==> src/rtl/tmr_pkg.sv <==
package tmr_pkg;
  localparam int unsigned ADDR_W      = 8;
  localparam int unsigned NCH         = 8;
  localparam int unsigned FIRST_CH    = 4;
  localparam int unsigned CTRL_NARROW = 8;
  localparam int unsigned CTRL_WIDE   = 10;

  // mode word bit positions
  localparam int unsigned RST_BIT    = 3;
  localparam int unsigned PER_BIT    = 6;
  localparam int unsigned OWN_BIT    = 7;
  localparam int unsigned FREEZE_BIT = 8;
  localparam int unsigned SNAP_BIT   = 9;

  // register bases
  localparam logic [ADDR_W-1:0] A_SNAP  = 8'h20;
  localparam logic [ADDR_W-1:0] A_EVENT = 8'h24;
  localparam logic [ADDR_W-1:0] A_ENAB  = 8'h28;
  localparam logic [ADDR_W-1:0] A_CNT   = 8'h40;
  localparam logic [ADDR_W-1:0] A_CMP   = 8'h80;
  localparam logic [ADDR_W-1:0] A_MODE  = 8'hC0;

  function automatic logic [ADDR_W-1:0] reg_addr(input logic [ADDR_W-1:0] base,
                                                 input int unsigned idx);
    return base + ADDR_W'(idx * 4);
  endfunction
endpackage

==> src/rtl/tmr_rate_sel.sv <==
module tmr_rate_sel #(
  parameter int unsigned NRATE = 4
) (
  input  logic [2:0]       code,
  input  logic             freeze,
  input  logic [NRATE-1:0] tick_en,
  output logic             pulse
);
  always_comb begin
    pulse = 1'b0;
    if (!freeze && code != 3'd0 && int'(code) <= NRATE)
      pulse = tick_en[code - 3'd1];
  end
endmodule

==> src/rtl/tmr_channel.sv <==
module tmr_channel
  import tmr_pkg::*;
#(
  parameter int unsigned DW    = 32,
  parameter int unsigned CTRLW = 8,
  parameter int unsigned NRATE = 4,
  parameter bit          SHARE = 1'b0
) (
  input  logic             clk,
  input  logic             rst_n,
  input  logic [NRATE-1:0] tick_en,
  input  logic             cnt_wr,
  input  logic             cmp_wr,
  input  logic             mode_wr,
  input  logic [DW-1:0]    wdata,
  input  logic [DW-1:0]    src_cnt_i,
  input  logic             src_step_i,
  output logic [DW-1:0]    cnt_o,
  output logic [DW-1:0]    cmp_o,
  output logic [CTRLW-1:0] mode_o,
  output logic             step_o,
  output logic             hit_o
);
  logic [CTRLW-1:0] mode_q, mode_d;
  logic [DW-1:0]    cmp_q, cmp_d, cnt_q, cnt_d, cmp_cnt;
  logic             armed_q, armed_d;
  logic             freeze, use_own, rate_pulse, cmp_step;

  generate
    if (CTRLW > FREEZE_BIT) begin : g_frz
      assign freeze = mode_q[FREEZE_BIT];
    end else begin : g_nofrz
      assign freeze = 1'b0;
    end
    if (SHARE) begin : g_share
      assign use_own = mode_q[OWN_BIT];
    end else begin : g_solo
      assign use_own = 1'b1;
    end
  endgenerate

  tmr_rate_sel #(.NRATE(NRATE)) u_rate (
    .code   (mode_q[2:0]),
    .freeze (freeze),
    .tick_en(tick_en),
    .pulse  (rate_pulse)
  );

  always_comb begin
    step_o   = rate_pulse && use_own && !cnt_wr;
    cmp_cnt  = use_own ? cnt_q  : src_cnt_i;
    cmp_step = use_own ? step_o : src_step_i;
    hit_o    = armed_q && cmp_step && ((cmp_cnt + 1'b1) == cmp_q);

    cnt_d = cnt_q;
    if (cnt_wr)
      cnt_d = wdata;
    else if (step_o)
      cnt_d = (hit_o && mode_q[RST_BIT]) ? '0 : cnt_q + 1'b1;

    mode_d = mode_wr ? wdata[CTRLW-1:0] : mode_q;
    cmp_d  = cmp_wr  ? wdata : cmp_q;

    armed_d = armed_q;
    if (cmp_wr || mode_wr)
      armed_d = 1'b1;
    else if (hit_o && !mode_q[PER_BIT])
      armed_d = 1'b0;
  end

  always_ff @(posedge clk or negedge rst_n) begin
    if (!rst_n) begin
      mode_q  <= '0;
      cmp_q   <= '0;
      cnt_q   <= '0;
      armed_q <= 1'b1;
    end else begin
      mode_q  <= mode_d;
      cmp_q   <= cmp_d;
      cnt_q   <= cnt_d;
      armed_q <= armed_d;
    end
  end

  assign cnt_o  = cnt_q;
  assign cmp_o  = cmp_q;
  assign mode_o = mode_q;

  a_r1_idle_hold: assert property (@(posedge clk) disable iff (!rst_n)
    (!cnt_wr && !rate_pulse) |=> $stable(cnt_q));

  a_r3_zero_on_hit: assert property (@(posedge clk) disable iff (!rst_n)
    (hit_o && use_own && mode_q[RST_BIT] && !cnt_wr) |=> (cnt_q == '0));

  a_r4_single_disarm: assert property (@(posedge clk) disable iff (!rst_n)
    (hit_o && !mode_q[PER_BIT] && !cmp_wr && !mode_wr) |=> !armed_q);

  generate
    if (SHARE) begin : g_share_chk
      a_r5_borrowed_hold: assert property (@(posedge clk) disable iff (!rst_n)
        (!mode_q[OWN_BIT] && !cnt_wr) |=> $stable(cnt_q));
    end
  endgenerate
endmodule

==> src/rtl/tmr_event_ctl.sv <==
module tmr_event_ctl #(
  parameter int unsigned NCH = 8
) (
  input  logic           clk,
  input  logic           rst_n,
  input  logic [NCH-1:0] hit_i,
  input  logic           en_wr,
  input  logic           ev_wr,
  input  logic [NCH-1:0] bits_i,
  output logic [NCH-1:0] en_o,
  output logic [NCH-1:0] ev_o,
  output logic           irq_o
);
  logic [NCH-1:0] en_q, en_d, ev_q, ev_d, clr;

  always_comb begin
    clr  = ev_wr ? bits_i : '0;
    ev_d = (ev_q & ~clr) | (hit_i & en_q);
    en_d = en_wr ? bits_i : en_q;
  end

  always_ff @(posedge clk or negedge rst_n) begin
    if (!rst_n) begin
      en_q <= '0;
      ev_q <= '0;
    end else begin
      en_q <= en_d;
      ev_q <= ev_d;
    end
  end

  assign en_o  = en_q;
  assign ev_o  = ev_q;
  assign irq_o = |ev_q;

  a_r8_hit_raises: assert property (@(posedge clk) disable iff (!rst_n)
    (|(hit_i & en_q)) |=> irq_o);

  a_r8_clear_drops: assert property (@(posedge clk) disable iff (!rst_n)
    (ev_wr && ((ev_q & ~bits_i) == '0) && !(|(hit_i & en_q))) |=> !irq_o);
endmodule

==> src/rtl/tmr_match_bank.sv <==
module tmr_match_bank
  import tmr_pkg::*;
#(
  parameter int unsigned DW    = 32,
  parameter int unsigned NRATE = 4
) (
  input  logic              clk,
  input  logic              rst_n,
  input  logic              bus_wr,
  input  logic              bus_rd,
  input  logic [ADDR_W-1:0] bus_addr,
  input  logic [DW-1:0]     bus_wdata,
  output logic [DW-1:0]     bus_rdata,
  input  logic [NRATE-1:0]  tick_en,
  output logic              irq
);
  localparam int unsigned HALF = NCH / 2;

  logic [DW-1:0]  cnt_arr  [NCH];
  logic [DW-1:0]  cmp_arr  [NCH];
  logic [DW-1:0]  mode_arr [NCH];
  logic [NCH-1:0] step_v, hit_v, en_v, ev_v;
  logic [DW-1:0]  snap_q, snap_d, rdata_q, rdata_d;
  logic           en_sel, ev_sel;

  assign en_sel = bus_wr && (bus_addr == A_ENAB);
  assign ev_sel = bus_wr && (bus_addr == A_EVENT);

  generate
    for (genvar i = 0; i < NCH; i++) begin : g_ch
      localparam int unsigned CW_I = (i < HALF) ? CTRL_NARROW : CTRL_WIDE;
      localparam bit          SH_I = (i == 1) || (i == 3);
      logic [CW_I-1:0] mode_w;
      logic [DW-1:0]   src_cnt;
      logic            src_step;

      if (SH_I) begin : g_pair
        assign src_cnt  = cnt_arr[i-1];
        assign src_step = step_v[i-1];
      end else begin : g_nopair
        assign src_cnt  = '0;
        assign src_step = 1'b0;
      end

      tmr_channel #(
        .DW(DW), .CTRLW(CW_I), .NRATE(NRATE), .SHARE(SH_I)
      ) u_chan (
        .clk       (clk),
        .rst_n     (rst_n),
        .tick_en   (tick_en),
        .cnt_wr    (bus_wr && bus_addr == reg_addr(A_CNT, i)),
        .cmp_wr    (bus_wr && bus_addr == reg_addr(A_CMP, i)),
        .mode_wr   (bus_wr && bus_addr == reg_addr(A_MODE, i)),
        .wdata     (bus_wdata),
        .src_cnt_i (src_cnt),
        .src_step_i(src_step),
        .cnt_o     (cnt_arr[i]),
        .cmp_o     (cmp_arr[i]),
        .mode_o    (mode_w),
        .step_o    (step_v[i]),
        .hit_o     (hit_v[i])
      );
      assign mode_arr[i] = DW'(mode_w);
    end
  endgenerate

  tmr_event_ctl #(.NCH(NCH)) u_events (
    .clk   (clk),
    .rst_n (rst_n),
    .hit_i (hit_v),
    .en_wr (en_sel),
    .ev_wr (ev_sel),
    .bits_i(bus_wdata[FIRST_CH +: NCH]),
    .en_o  (en_v),
    .ev_o  (ev_v),
    .irq_o (irq)
  );

  // capture: reading an odd upper counter copies its lower neighbour
  always_comb begin
    snap_d = snap_q;
    for (int i = HALF; i < NCH; i++) begin
      if ((i % 2) == 1 && bus_rd && bus_addr == reg_addr(A_CNT, i) &&
          mode_arr[i][SNAP_BIT])
        snap_d = cnt_arr[(i > 0) ? i - 1 : 0];
    end
  end

  always_comb begin
    rdata_d = '0;
    if (bus_addr == A_SNAP)  rdata_d = snap_q;
    if (bus_addr == A_EVENT) rdata_d[FIRST_CH +: NCH] = ev_v;
    if (bus_addr == A_ENAB)  rdata_d[FIRST_CH +: NCH] = en_v;
    for (int i = 0; i < NCH; i++) begin
      if (bus_addr == reg_addr(A_CNT, i))  rdata_d = cnt_arr[i];
      if (bus_addr == reg_addr(A_CMP, i))  rdata_d = cmp_arr[i];
      if (bus_addr == reg_addr(A_MODE, i)) rdata_d = mode_arr[i];
    end
  end

  always_ff @(posedge clk or negedge rst_n) begin
    if (!rst_n) begin
      snap_q  <= '0;
      rdata_q <= '0;
    end else begin
      snap_q <= snap_d;
      if (bus_rd)
        rdata_q <= rdata_d;
    end
  end

  assign bus_rdata = rdata_q;

  a_r7_snap_on_read_only: assert property (@(posedge clk) disable iff (!rst_n)
    !bus_rd |=> $stable(snap_q));
endmodule

==> config.mk <==
export PLATFORM = sky130hd
export DESIGN_NAME = tmr_match_bank
export DESIGN_NICKNAME = d
export VERILOG_FILES = /design/src/rtl/tmr_pkg.sv /design/src/rtl/tmr_rate_sel.sv /design/src/rtl/tmr_channel.sv /design/src/rtl/tmr_event_ctl.sv /design/src/rtl/tmr_match_bank.sv
export SDC_FILE = /design/constraint.sdc
export NUM_CORES = 2
export LEC_CHECK = 0
export BUFFER_PORTS_ARGS = -buffer_cell sky130_fd_sc_hd__buf_2
export CAP_MARGIN = 0
export CORE_MARGIN = 1
export CORE_UTILIZATION = 40
export DETAILED_ROUTE_END_ITERATION = 8
export GPL_TIMING_DRIVEN = 0
export PLACE_DENSITY = 0.67
export SYNTH_ARGS = -nofsm -noshare
export SYNTH_HDL_FRONTEND = slang
export SYNTH_SLANG_ARGS = --single-unit
export TNS_END_PERCENT = 100
==> constraint.sdc <==
create_clock -name clk -period 6.56 [get_ports clk]
set_input_delay 0 -clock clk [delete_from_list [all_inputs] [get_ports clk]]
set_output_delay 0 -clock clk [all_outputs]
set_load 0.05 [all_outputs]
==> impl_metrics.yaml <==
outcome:
  outcome: "finished, violations left"
  violations: "max-capacitance violations"
timing:
  max_clock_freq_mhz: 155
  timing.hold.ws_ps: 76.0
  finalMaxSlewViolations: 0
  timing.slew.headroom: 0.00315
  hold_viol: 0
  post-route-period-util: 0.981
  worst_pin_slew_ps: 1490
  setup_violations: 0
  skew_ps: 26.7
  finalCriticalPeriod_ps: 6430
  rsz0062_at_grt: "false"
route:
  drt_iter0_drc: 7942
  via_per_inst: 6.85
  wl_um: 256000
  vias: 49100
  drc_errors: 0
  postRouteAntennaNets: 0
  drtPass1Iterations: 9
  avgRoutedWirePerCell_um: 35.6
grt:
  grt_start_max_net_pins: 113
  grt_first_pass_wirelength_um: 352000
  antenna_found_initial: 28
  track_usage: 0.421
  grt_overflow_total: 0
  grt_pass1_vias: 44200
synth:
  synth_warnings: 0
  ys_seq_area_frac: 0.359
  netlist_area_sq_um: 46900
  synth_nets: 5431
  synth_top_family_by_area: "simple AND/OR/NAND/NOR gates"
  synth-main-ff-cell: "dfrtp_1"
  synthMuxAreaShare: 0.115
  synth-adder-area-share: 0.00480
  avgSynthCellArea_sq_um: 8.75
  yosysMostFrequentCell: "dfrtp_1"
  synthCells: 5365
  synth_edf_count: 0
  synthArstFlopShare: 1.00
  synth_common_cells: "dfrtp_1 (664), nand2_1 (437), clkbuf_1 (418)"
  synth-seq-cells: 672
  synth_simple_gate_area_frac: 0.198
  synth_top_area_share: 0.354
  synth_compound_area_frac: 0.197
  synthXorXnorAreaFrac: 0.0761
  synthTopCellsByArea: "dfrtp_1 (35%), mux2_2 (8.7%), xnor2_1 (5.2%)"
  yosysUniqueCellTypes: 89
  synth_largest_area_cell: "dfrtp_1"
power:
  pwr-share-seq: 0.374
  powerDensity_nw_per_um2: 247
  power_frac_comb: 0.227
  internal_power_mw: 8.57
  p_switching_mw: 4.48
  ir_drop_v: 0.000189
  switching_share: 0.343
  p_clk_frac: 0.400
  p_leak_nw: 21.1
clock_tree:
  clockRootBuffer: "clkbuf_16"
  htreeDepth: 3
  tritoncts: "built"
  cts_made_buffers: 83
  cts.reportedPaths.clkPinSlew_ps: 60
  postCtsSetupBuffers: 0
  cts_num_sinks: 672
  clk_latency_ps: 700
  clock_path_buffers: 3
layout:
  fin_util: 0.455
  fillers: 11600
  multi_input_area_sq_um: 27800
  drive_gt1_frac: 0.134
  layout.area.seq_sq_um: 16800
  syn_to_final_growth_pct: 12.7
  nets: 5630
placement:
  port_buffers: 73
  dp_hpwl_um: 192000
  place.gp.congestion: 1.07
worst_setup_path:
  worstSetupPathType: "register to register"
  cpMaxStageDelayCell: "nor4_4"
  cp.required_ps: 7090
  crit_path_end_kind: "register"
  crit_fanout: 19
  cp-start-kind: "register"
  cpLargestDelayFamily: "simple AND/OR/NAND/NOR gates"
  crit_arrival_ps: 6960
  critPathMaxStageDelay_ps: 740
  timing.critical_path.buf_inv: 3
  path_cells: "buf_2 -> buf_2 -> mux2_2 -> ha_1 -> xnor2_1 -> xnor2_1 -> nand4_1 -> or4_1 -> or4_1 -> or4_1 -> nor4_4 -> or2_1 -> clkbuf_2 -> or3_1 -> a31oi_1"
  crit_top_cell: "or4_1"
floorplan:
  row_count: 125
  die_area_sq_um: 119000
  num_io_pins: 81
  core_area_sq_um: 116000
  die_x_um: 345
  die_height_um: 345
  initial_core_util: 0.404
run:
  drv_cap: 1
worst_hold_path:
  min-delay-path-class: "primary input to register"
## flip-flops by register name, indices dropped and copies added, names as in the netlist
name and flops:
g_ch.u_chan.cmp_o 256, g_ch.u_chan.cnt_o 256, g_ch.u_chan.mode_o 72, bus_rdata 32, snap_q 32, g_ch.u_chan.armed_q 8, u_events.en_o 8, u_events.ev_o 8
## per-layer routing
metal / up-vias / track usage / wire length, um
li1: 20400 / - / -
met1: 24500 / 0.573 / 101000
met2: 3563 / 0.572 / 102000
met3: 634 / 0.124 / 32600
met4: 6 / 0.282 / 19300
met5: - / 0 / 42
## cell usage in the layout (no fill, tap or decap), types with 118 or more instances in the layout
cell	synthesis	final
buf_2	50	122
nand3_1	207	206
nor2_1	359	359
xor2_1	123	123
a21oi_1	255	255
nand2_1	437	437
nand4_1	134	134
dfrtp_1	664	664
mux2_2	363	363
a31oi_1	135	135
xnor2_1	277	277
clkbuf_1	418	402
nor3_1	119	118
o21ai_0	353	353
## cell type report
cell class / count / area share
multi-input combinational: 4082 / 0.525
clock inverter: 35 / 0.0115
clock buffer: 118 / 0.0452
antenna: 14 / 0.000662
timing repair buffer: 117 / 0.0177
buffer: 522 / 0.0395
tap: 1524 / 0.0361
sequential: 672 / 0.318
inverter: 86 / 0.00610
## worst paths after layout
kind                                                from                       end  slack (ps)  cells past startpoint
worst max register to register  g_ch[3].u_chan.mode_o[7]  g_ch[3].u_chan.cnt_o[10]         130                     15
max in group asynchronous                          rst_n  g_ch[5].u_chan.cmp_o[15]        4840                      5
worst max-delay path            g_ch[3].u_chan.mode_o[7]  g_ch[3].u_chan.cnt_o[10]         130                     15
min in group asynchronous                          rst_n  g_ch[0].u_chan.cnt_o[15]         430                      4
worst min-delay path                        bus_wdata[5]  g_ch[2].u_chan.mode_o[5]          80                      2
worst min register to register    g_ch[5].u_chan.armed_q    g_ch[5].u_chan.armed_q         500                      2
## cells by family (layout without fill, tap and decap cells)
group | count (synthesis) | count (layout)
AO/OA/AOI/OAI | 1384 | 1384
XOR/XNOR | 403 | 403
adder cells (fa/ha/maj) | 18 | 18
flip-flops | 672 | 672
AND/OR/NAND/NOR | 1792 | 1792
multiplexers | 485 | 485
buffers and inverters | 611 | 878
other | 0 | 14
## power by group through the flow
stage | clock network [mW] | registers, mW | logic (mW)
after CTS | 5.23 | 4.85 | 2.86
after global routing | 5.36 | 4.89 | 3.09
after floorplan | 0 | 4.77 | 1.75
after detailed placement | 0 | 4.92 | 2.83
after global placement | 0 | 4.92 | 2.79
final | 5.22 | 4.88 | 2.96
## through the flow
stage | setup slack [ps] | setup TNS, ps | instance area, sq um | power, mW | instances
2_1_floorplan | 1440 | 0 | 46900 | 6.52 | 5365
3_3_place_gp | -9850 | -6524140 | 49200 | 7.71 | 6962
3_5_place_dp | -677 | -34390 | 49500 | 7.75 | 6973
4_1_cts | 57.4 | 0 | 52800 | 12.9 | 7156
5_1_grt | 27.3 | 0 | 52900 | 13.3 | 7159
6_report | 126 | 0 | 52900 | 13.1 | 7170
## repair_timing
action	in CTS	in global routing
hold endpoints to repair	491	0
setup endpoints to repair	67	34
pin swaps	0	0
hold buffers	33	0
cloned	0	0
gates resized for setup	1	4
No activity file was read; power rests on OpenSTA's default activity.
